$ cat config.mk
export PLATFORM = sky130hd
export DESIGN_NAME = erase_seq_top
export DESIGN_NICKNAME = d
export VERILOG_FILES = /design/src/rtl/erase_seq_pkg.sv /design/src/rtl/erase_step_table.sv /design/src/rtl/erase_seq_counter.sv /design/src/rtl/erase_seq_top.sv
export SDC_FILE = /design/constraint.sdc
export NUM_CORES = 1
export LEC_CHECK = 0
export CAP_MARGIN = 0
export CORE_MARGIN = 4
export CORE_UTILIZATION = 47
export CTS_BUF_LIST = sky130_fd_sc_hd__clkbuf_16
export DETAILED_ROUTE_END_ITERATION = 12
export GPL_TIMING_DRIVEN = 0
export PLACE_DENSITY = 0.79
export SYNTH_ARGS = -nofsm -noshare
export SYNTH_HDL_FRONTEND = slang
export SYNTH_SLANG_ARGS = --single-unit
$ cat constraint.sdc
create_clock -name clk -period 3.5 [get_ports clk]
set_clock_uncertainty 0.15 [all_clocks]
set_input_delay 0.875 -clock clk [delete_from_list [all_inputs] [get_ports clk]]
set_output_delay 0.875 -clock clk [all_outputs]
set_load 0.1 [all_outputs]
$ cat src/rtl/erase_seq_pkg.sv
package erase_seq_pkg;

    typedef enum logic [2:0] {
        ST_IDLE,
        ST_SETUP,
        ST_STROBE,
        ST_HOLD,
        ST_WAIT
    } seq_state_t;

    typedef enum logic {
        OFF_PRIMARY,
        OFF_SECONDARY
    } off_sel_t;

    localparam int unsigned NUM_STEPS = 6;
    localparam int unsigned STEP_W    = 3;

    localparam logic [15:0] CODE_UNLOCK_A = 16'h00AA;
    localparam logic [15:0] CODE_UNLOCK_B = 16'h0055;
    localparam logic [15:0] CODE_SETUP    = 16'h0080;
    localparam logic [15:0] CODE_ERASE    = 16'h0010;

    localparam logic [11:0] OFF_BYTE_PRI  = 12'hAAA;
    localparam logic [11:0] OFF_BYTE_SEC  = 12'h555;
    localparam logic [11:0] OFF_WORD_PRI  = 12'h555;
    localparam logic [11:0] OFF_WORD_SEC  = 12'h2AA;

endpackage

$ cat src/rtl/erase_step_table.sv
module erase_step_table
    import erase_seq_pkg::*;
#(
    parameter int unsigned ADDR_W = 24,
    parameter int unsigned DATA_W = 16
) (
    input  logic [STEP_W-1:0] step,
    input  logic              byte_mode,
    output logic [ADDR_W-1:0] offset,
    output logic [DATA_W-1:0] data
);

    off_sel_t    sel;
    logic [15:0] code;
    logic [11:0] off12;

    always_comb begin
        unique case (step)
            3'd0:    begin sel = OFF_PRIMARY;   code = CODE_UNLOCK_A; end
            3'd1:    begin sel = OFF_SECONDARY; code = CODE_UNLOCK_B; end
            3'd2:    begin sel = OFF_PRIMARY;   code = CODE_SETUP;    end
            3'd3:    begin sel = OFF_PRIMARY;   code = CODE_UNLOCK_A; end
            3'd4:    begin sel = OFF_SECONDARY; code = CODE_UNLOCK_B; end
            3'd5:    begin sel = OFF_PRIMARY;   code = CODE_ERASE;    end
            default: begin sel = OFF_PRIMARY;   code = 16'h0000;      end
        endcase
    end

    always_comb begin
        if (byte_mode) off12 = (sel == OFF_PRIMARY) ? OFF_BYTE_PRI : OFF_BYTE_SEC;
        else           off12 = (sel == OFF_PRIMARY) ? OFF_WORD_PRI : OFF_WORD_SEC;
    end

    assign offset = ADDR_W'(off12);

    generate
        if (DATA_W >= 16) begin : g_data_wide
            assign data = DATA_W'(code);
        end else begin : g_data_narrow
            assign data = code[DATA_W-1:0];
        end
    endgenerate

endmodule

$ cat src/rtl/erase_seq_counter.sv
module erase_seq_counter #(
    parameter int unsigned WIDTH = 8
) (
    input  logic             clk,
    input  logic             rst_n,
    input  logic             clear,
    input  logic             inc,
    output logic [WIDTH-1:0] count
);

    always_ff @(posedge clk or negedge rst_n) begin
        if (!rst_n)      count <= '0;
        else if (clear)  count <= '0;
        else if (inc)    count <= count + 1'b1;
    end

endmodule

$ cat src/rtl/erase_seq_top.sv
module erase_seq_top
    import erase_seq_pkg::*;
#(
    parameter int unsigned ADDR_W       = 24,
    parameter int unsigned DATA_W       = 16,
    parameter int unsigned PULSE_CLKS   = 4,
    parameter int unsigned TIMEOUT_CLKS = 1_000_000
) (
    input  logic              clk,
    input  logic              rst_n,
    input  logic              start,
    input  logic              byte_mode,
    input  logic [ADDR_W-1:0] base_addr,
    input  logic              ready,
    output logic [ADDR_W-1:0] bus_addr,
    output logic [DATA_W-1:0] bus_data,
    output logic              bus_we,
    output logic              busy,
    output logic              done,
    output logic              timeout_err
);

    localparam int unsigned CNT_MAX = (PULSE_CLKS > TIMEOUT_CLKS) ? PULSE_CLKS : TIMEOUT_CLKS;
    localparam int unsigned CNT_W   = $clog2(CNT_MAX + 1);
    localparam logic [STEP_W-1:0] LAST_STEP  = STEP_W'(NUM_STEPS - 1);
    localparam logic [CNT_W-1:0]  PULSE_LAST = CNT_W'(PULSE_CLKS - 1);
    localparam logic [CNT_W-1:0]  WAIT_LAST  = CNT_W'(TIMEOUT_CLKS - 1);

    seq_state_t        state_q, state_d;
    logic [STEP_W-1:0] step_q;
    logic [ADDR_W-1:0] base_q;
    logic              byte_q;
    logic              done_q;
    logic              tmo_q;
    logic [CNT_W-1:0]  cnt;
    logic              cnt_clear;
    logic              cnt_inc;
    logic [ADDR_W-1:0] tbl_offset;
    logic [DATA_W-1:0] tbl_data;
    logic              on_bus;

    erase_step_table #(
        .ADDR_W (ADDR_W),
        .DATA_W (DATA_W)
    ) i_table (
        .step      (step_q),
        .byte_mode (byte_q),
        .offset    (tbl_offset),
        .data      (tbl_data)
    );

    assign cnt_inc   = (state_q == ST_STROBE) || (state_q == ST_WAIT);
    assign cnt_clear = !cnt_inc;

    erase_seq_counter #(
        .WIDTH (CNT_W)
    ) i_counter (
        .clk   (clk),
        .rst_n (rst_n),
        .clear (cnt_clear),
        .inc   (cnt_inc),
        .count (cnt)
    );

    // Next-state logic
    always_comb begin
        state_d = state_q;
        unique case (state_q)
            ST_IDLE:   if (start) state_d = ST_SETUP;
            ST_SETUP:  state_d = ST_STROBE;
            ST_STROBE: if (cnt == PULSE_LAST) state_d = ST_HOLD;
            ST_HOLD:   state_d = (step_q == LAST_STEP) ? ST_WAIT : ST_SETUP;
            ST_WAIT:   if (ready || cnt == WAIT_LAST) state_d = ST_IDLE;
            default:   state_d = ST_IDLE;
        endcase
    end

    // State register
    always_ff @(posedge clk or negedge rst_n) begin
        if (!rst_n) state_q <= ST_IDLE;
        else        state_q <= state_d;
    end

    // Captured run context and completion flags
    always_ff @(posedge clk or negedge rst_n) begin
        if (!rst_n) begin
            step_q <= '0;
            base_q <= '0;
            byte_q <= 1'b0;
            done_q <= 1'b0;
            tmo_q  <= 1'b0;
        end else begin
            if (state_q == ST_IDLE && start) begin
                base_q <= base_addr;
                byte_q <= byte_mode;
                step_q <= '0;
            end else if (state_q == ST_HOLD && step_q != LAST_STEP) begin
                step_q <= step_q + 1'b1;
            end
            done_q <= (state_q == ST_WAIT) && ready;
            tmo_q  <= (state_q == ST_WAIT) && !ready && (cnt == WAIT_LAST);
        end
    end

    // Outputs
    always_comb begin
        on_bus   = (state_q == ST_SETUP) || (state_q == ST_STROBE) || (state_q == ST_HOLD);
        busy     = (state_q != ST_IDLE);
        bus_we   = (state_q == ST_STROBE);
        bus_addr = on_bus ? (base_q + tbl_offset) : '0;
        bus_data = on_bus ? tbl_data : '0;
    end

    assign done        = done_q;
    assign timeout_err = tmo_q;

    // Assertions
    assert_setup_stable_R5: assert property (@(posedge clk) disable iff (!rst_n)
        $rose(bus_we) |-> $stable(bus_addr) && $stable(bus_data));

    assert_strobe_stable_R5: assert property (@(posedge clk) disable iff (!rst_n)
        (bus_we && $past(bus_we)) |-> $stable(bus_addr) && $stable(bus_data));

    assert_hold_stable_R5: assert property (@(posedge clk) disable iff (!rst_n)
        $fell(bus_we) |-> $stable(bus_addr) && $stable(bus_data));

    assert_we_only_when_busy_R6: assert property (@(posedge clk) disable iff (!rst_n)
        bus_we |-> busy);

    assert_start_ignored_R9: assert property (@(posedge clk) disable iff (!rst_n)
        (busy && start) |=> $stable(base_q) && $stable(byte_q));

    assert_done_after_ready_R7: assert property (@(posedge clk) disable iff (!rst_n)
        done |-> $past(ready) && !timeout_err && !busy);

    assert_done_single_R7: assert property (@(posedge clk) disable iff (!rst_n)
        done |=> !done);

    assert_timeout_no_ready_R8: assert property (@(posedge clk) disable iff (!rst_n)
        timeout_err |-> !$past(ready) && !busy);

endmodule

==> qor.json <==
{
  "grt_setup_unrepaired": {"value": "yes"},
  "timing.critical_path.from_type": {"value": "flop"},
  "ant_nets": {"value": 0},
  "cp_cell_sequence": {"value": "inv_4 > ha_4 > mux2i_4 > xnor2_4 > buf_6 > ha_1 > a21oi_1 > nand3b_4 > a211o_4 > a211oi_4 > mux2i_4 > buf_12"},
  "setup_viol": {"value": 22},
  "port_buffers": {"value": 64},
  "finish.cell_count_without_fillers": {"value": 597},
  "pin_count_of_the_biggest_net_entering_global_routing": {"value": 32},
  "dieHeight": {"value": 96.3, "unit": "um"},
  "routabilityCongestion": {"value": 0.917},
  "cp_slowest_stage_delay": {"value": 0.46, "unit": "ns"},
  "hold_buffers": {"value": 0},
  "synth_area_per_cell": {"value": 9.36, "unit": "um2"},
  "detail_route.iter0.violations": {"value": 165},
  "timing.final.crit_share": {"value": 1.25},
  "async_flop_share": {"value": 1.00},
  "grt_first_pass_wirelength": {"value": 17600, "unit": "um"},
  "drt-wirelength-per-cell": {"value": 18.3, "unit": "um"},
  "violations": {"value": "negative setup slack"},
  "drive_above_1_share": {"value": 0.396},
  "worst-slew-pin-transition": {"value": 0.980, "unit": "ns"},
  "drt_pass1_iterations": {"value": 5},
  "num-nets-final": {"value": 549},
  "grt_antenna_before_repair": {"value": 0},
  "synth.area.top_cells": {"value": "sky130_fd_sc_hd__dfrtp_1 36%, sky130_fd_sc_hd__ha_1 7.5%, sky130_fd_sc_hd__mux2_2 6.4%"},
  "synth_cell_types": {"value": 58},
  "synth_cells": {"value": 392},
  "die_area": {"value": 9280, "unit": "um2"},
  "floorplan.initialDensity": {"value": 0.495},
  "min-delay-path-class": {"value": "flop to flop"},
  "ys_top_cells_by_count": {"value": "53 x sky130_fd_sc_hd__dfrtp_1, 35 x sky130_fd_sc_hd__nor2_1, 32 x sky130_fd_sc_hd__nand2_1"},
  "post-synth-top-area-cell": {"value": "sky130_fd_sc_hd__dfrtp_1"},
  "slew_headroom": {"value": 0.345},
  "critPathMostFrequentCell": {"value": "sky130_fd_sc_hd__mux2i_4"},
  "place_ws": {"value": -1.86, "unit": "ns"},
  "place_inst": {"value": 563},
  "critical_path.n_buffers_inverters": {"value": 3},
  "clockBufferDepth": {"value": 2},
  "grt_util_all_layers": {"value": 0.244},
  "min_period": {"value": 4.36, "unit": "ns"},
  "clock_tree.htree_level_count": {"value": 2},
  "num-fill-cells": {"value": 428},
  "place_hpwl": {"value": 6960, "unit": "um"},
  "critical_path.endpoint_type": {"value": "primary output"},
  "hold_path_startpoint": {"value": "i_counter.count[0]$_DFF_PN0_"},
  "timing.critical_path.max_delay_family": {"value": "compound AO/OA/AOI/OAI gates"},
  "r2r_end": {"value": "base_q[4]$_DFFE_PN0P_"},
  "number_of_synthesized_flops_with_an_enable_pin": {"value": 0},
  "worst-r2r-cell-count": {"value": 5},
  "wirelength": {"value": 10900, "unit": "um"},
  "slew_viol_final": {"value": 0},
  "cell_area_after_synthesis": {"value": 3670, "unit": "um2"},
  "worstSkewPairLatency": {"value": 0.29, "unit": "ns"},
  "fp.dieW": {"value": 96.3, "unit": "um"},
  "cts_num_sinks": {"value": 53},
  "post-synth-top-area-fraction": {"value": 0.362},
  "hold-path-endpoint": {"value": "i_counter.count[0]$_DFF_PN0_"},
  "critPathKind": {"value": "flop to primary output"},
  "fin_ws": {"value": -0.859, "unit": "ns"},
  "maxCapViolCount": {"value": 0},
  "synth-seq-area-share": {"value": 0.362},
  "number_of_remaining_drc_errors": {"value": 0},
  "grt-ovfl-total": {"value": 0},
  "fin_util": {"value": 0.768},
  "clock_tree_from_tritoncts": {"value": "yes"},
  "flow.area_growth_from_synthesis": {"value": 55.2, "unit": "%"},
  "cts.clk_slew.worst_paths": {"value": 0.08, "unit": "ns"},
  "worstHoldPathCells": {"value": 1},
  "count_of_vias_placed_by_the_detailed_router": {"value": 3448},
  "yosys_warnings": {"value": 0},
  "fmax": {"value": 229, "unit": "MHz"},
  "core": {"value": 7410, "unit": "um2"},
  "arrival": {"value": 3.33, "unit": "ns"},
  "cts_made_buffers": {"value": 5},
  "post_drt_via_cell_ratio": {"value": 5.78},
  "ys.flop_type": {"value": "sky130_fd_sc_hd__dfrtp_1"},
  "clock-root-buffer": {"value": "sky130_fd_sc_hd__clkbuf_16"},
  "standard_cell_rows": {"value": 31},
  "reg_to_reg_slack_setup": {"value": 1.50, "unit": "ns"},
  "grt_pass1_vias": {"value": 3630},
  "run_status": {"value": "finished with violations"},
  "leading_cell_type_by_number_of_instances_after_synthesis": {"value": "sky130_fd_sc_hd__dfrtp_1"},
  "critPathSlowestCell": {"value": "sky130_fd_sc_hd__dfrtp_2"},
  "worst-path-max-fanout": {"value": 8},
  "ys_seq_elements": {"value": 53},
  "r2r-start": {"value": "state_q[1]$_DFFE_PN0P_"},
  "number_of_failing_hold_endpoints_at_the_final_stage": {"value": 0},
  "floorplan.io_pins": {"value": 73},
  "hold_ws": {"value": 0.331, "unit": "ns"},
  "antenna_cells_inserted": {"value": 0},
  "worst_ep_required_time": {"value": 2.47, "unit": "ns"}
}
## cells in the final DEF (no fill, tap or decap), types with 6 or more instances in the layout
| cell | instances |
|---|---|
| sky130_fd_sc_hd__a21oi_1 | 12 |
| sky130_fd_sc_hd__a21oi_2 | 12 |
| sky130_fd_sc_hd__and3_1 | 6 |
| sky130_fd_sc_hd__buf_12 | 22 |
| sky130_fd_sc_hd__buf_2 | 7 |
| sky130_fd_sc_hd__buf_4 | 39 |
| sky130_fd_sc_hd__buf_6 | 8 |
| sky130_fd_sc_hd__clkbuf_1 | 7 |
| sky130_fd_sc_hd__clkdlybuf4s50_1 | 30 |
| sky130_fd_sc_hd__conb_1 | 8 |
| sky130_fd_sc_hd__dfrtp_1 | 51 |
| sky130_fd_sc_hd__ha_1 | 10 |
| sky130_fd_sc_hd__ha_4 | 12 |
| sky130_fd_sc_hd__inv_1 | 9 |
| sky130_fd_sc_hd__mux2_2 | 21 |
| sky130_fd_sc_hd__mux2i_4 | 8 |
| sky130_fd_sc_hd__nand2_1 | 32 |
| sky130_fd_sc_hd__nand3_1 | 16 |
| sky130_fd_sc_hd__nand4_1 | 12 |
| sky130_fd_sc_hd__nor2_1 | 28 |
| sky130_fd_sc_hd__nor3_1 | 6 |
| sky130_fd_sc_hd__o21ai_0 | 7 |
| sky130_fd_sc_hd__or3_1 | 10 |
| sky130_fd_sc_hd__xnor2_1 | 8 |
| sky130_fd_sc_hd__xor2_1 | 13 |
## worst max path at each step
stage / depth (start not counted) / startpoint / end
floorplan: 12 / step_q[0]$_DFFE_PN0P_ / bus_addr[14]
global placement: 13 / step_q[0]$_DFFE_PN0P_ / bus_addr[14]
detailed placement: 13 / step_q[0]$_DFFE_PN0P_ / bus_addr[14]
CTS: 13 / step_q[0]$_DFFE_PN0P_ / bus_addr[14]
global route: 13 / step_q[0]$_DFFE_PN0P_ / bus_addr[14]
finish: 12 / step_q[0]$_DFFE_PN0P_ / bus_addr[23]
## routing by layer
metal  global-route usage  share of wire
met1                0.278           0.38
met2                0.450           0.54
met3               0.0375          0.053
met4                0.100          0.032
met5                    0              0
## area by class of cell
| cell class | count | area, um2 | area share |
|---|---|---|---|
| inverters | 13 | 53.8 | 0.00945 |
| clock inverters | 3 | 28.8 | 0.00505 |
| well taps | 99 | 124 | 0.0218 |
| clock buffers | 5 | 125 | 0.0220 |
| plain buffers | 27 | 179 | 0.0314 |
| multi-input cells | 304 | 2770 | 0.487 |
| repair buffers | 93 | 1080 | 0.190 |
| flip-flops and latches | 53 | 1330 | 0.233 |
## cell families after synthesis
logic type	Yosys count	share of synthesized area
buffers and inverters	42	0.0597
AND/OR/NAND/NOR	151	0.218
adder cells (fa/ha/maj)	23	0.0805
flip-flops	53	0.362
XOR/XNOR	23	0.0549
other	1	0.00102
AO/OA/AOI/OAI	69	0.134
multiplexers	30	0.0894
## per-stage QoR
stage / setup TNS [ns] / cell area [um2]
global placement: -49.72 / 4780
global route: -16.49 / 5690
floorplan: -11.82 / 4020
CTS: -12.99 / 5580
detailed placement: -37.65 / 4800
finish: -14.88 / 5690
## timing repair
action / in CTS / in global routing
gates cloned: 0 / 0
endpoints found under the setup margin: 32 / 31
buffers inserted: 22 / 7
resized for setup: 286 / 20
pin swaps: 26 / 23
## registers in the layout (all words and copies together), names as in the netlist
register	count
step_q	3
state_q	3
byte_q	1
done	1
base_q	24
i_counter.count	20
timeout_err	1
Power is left out: the tool's default activity adds up to more than one toggle a clock period on the data nets, which glitch-free logic cannot reach.
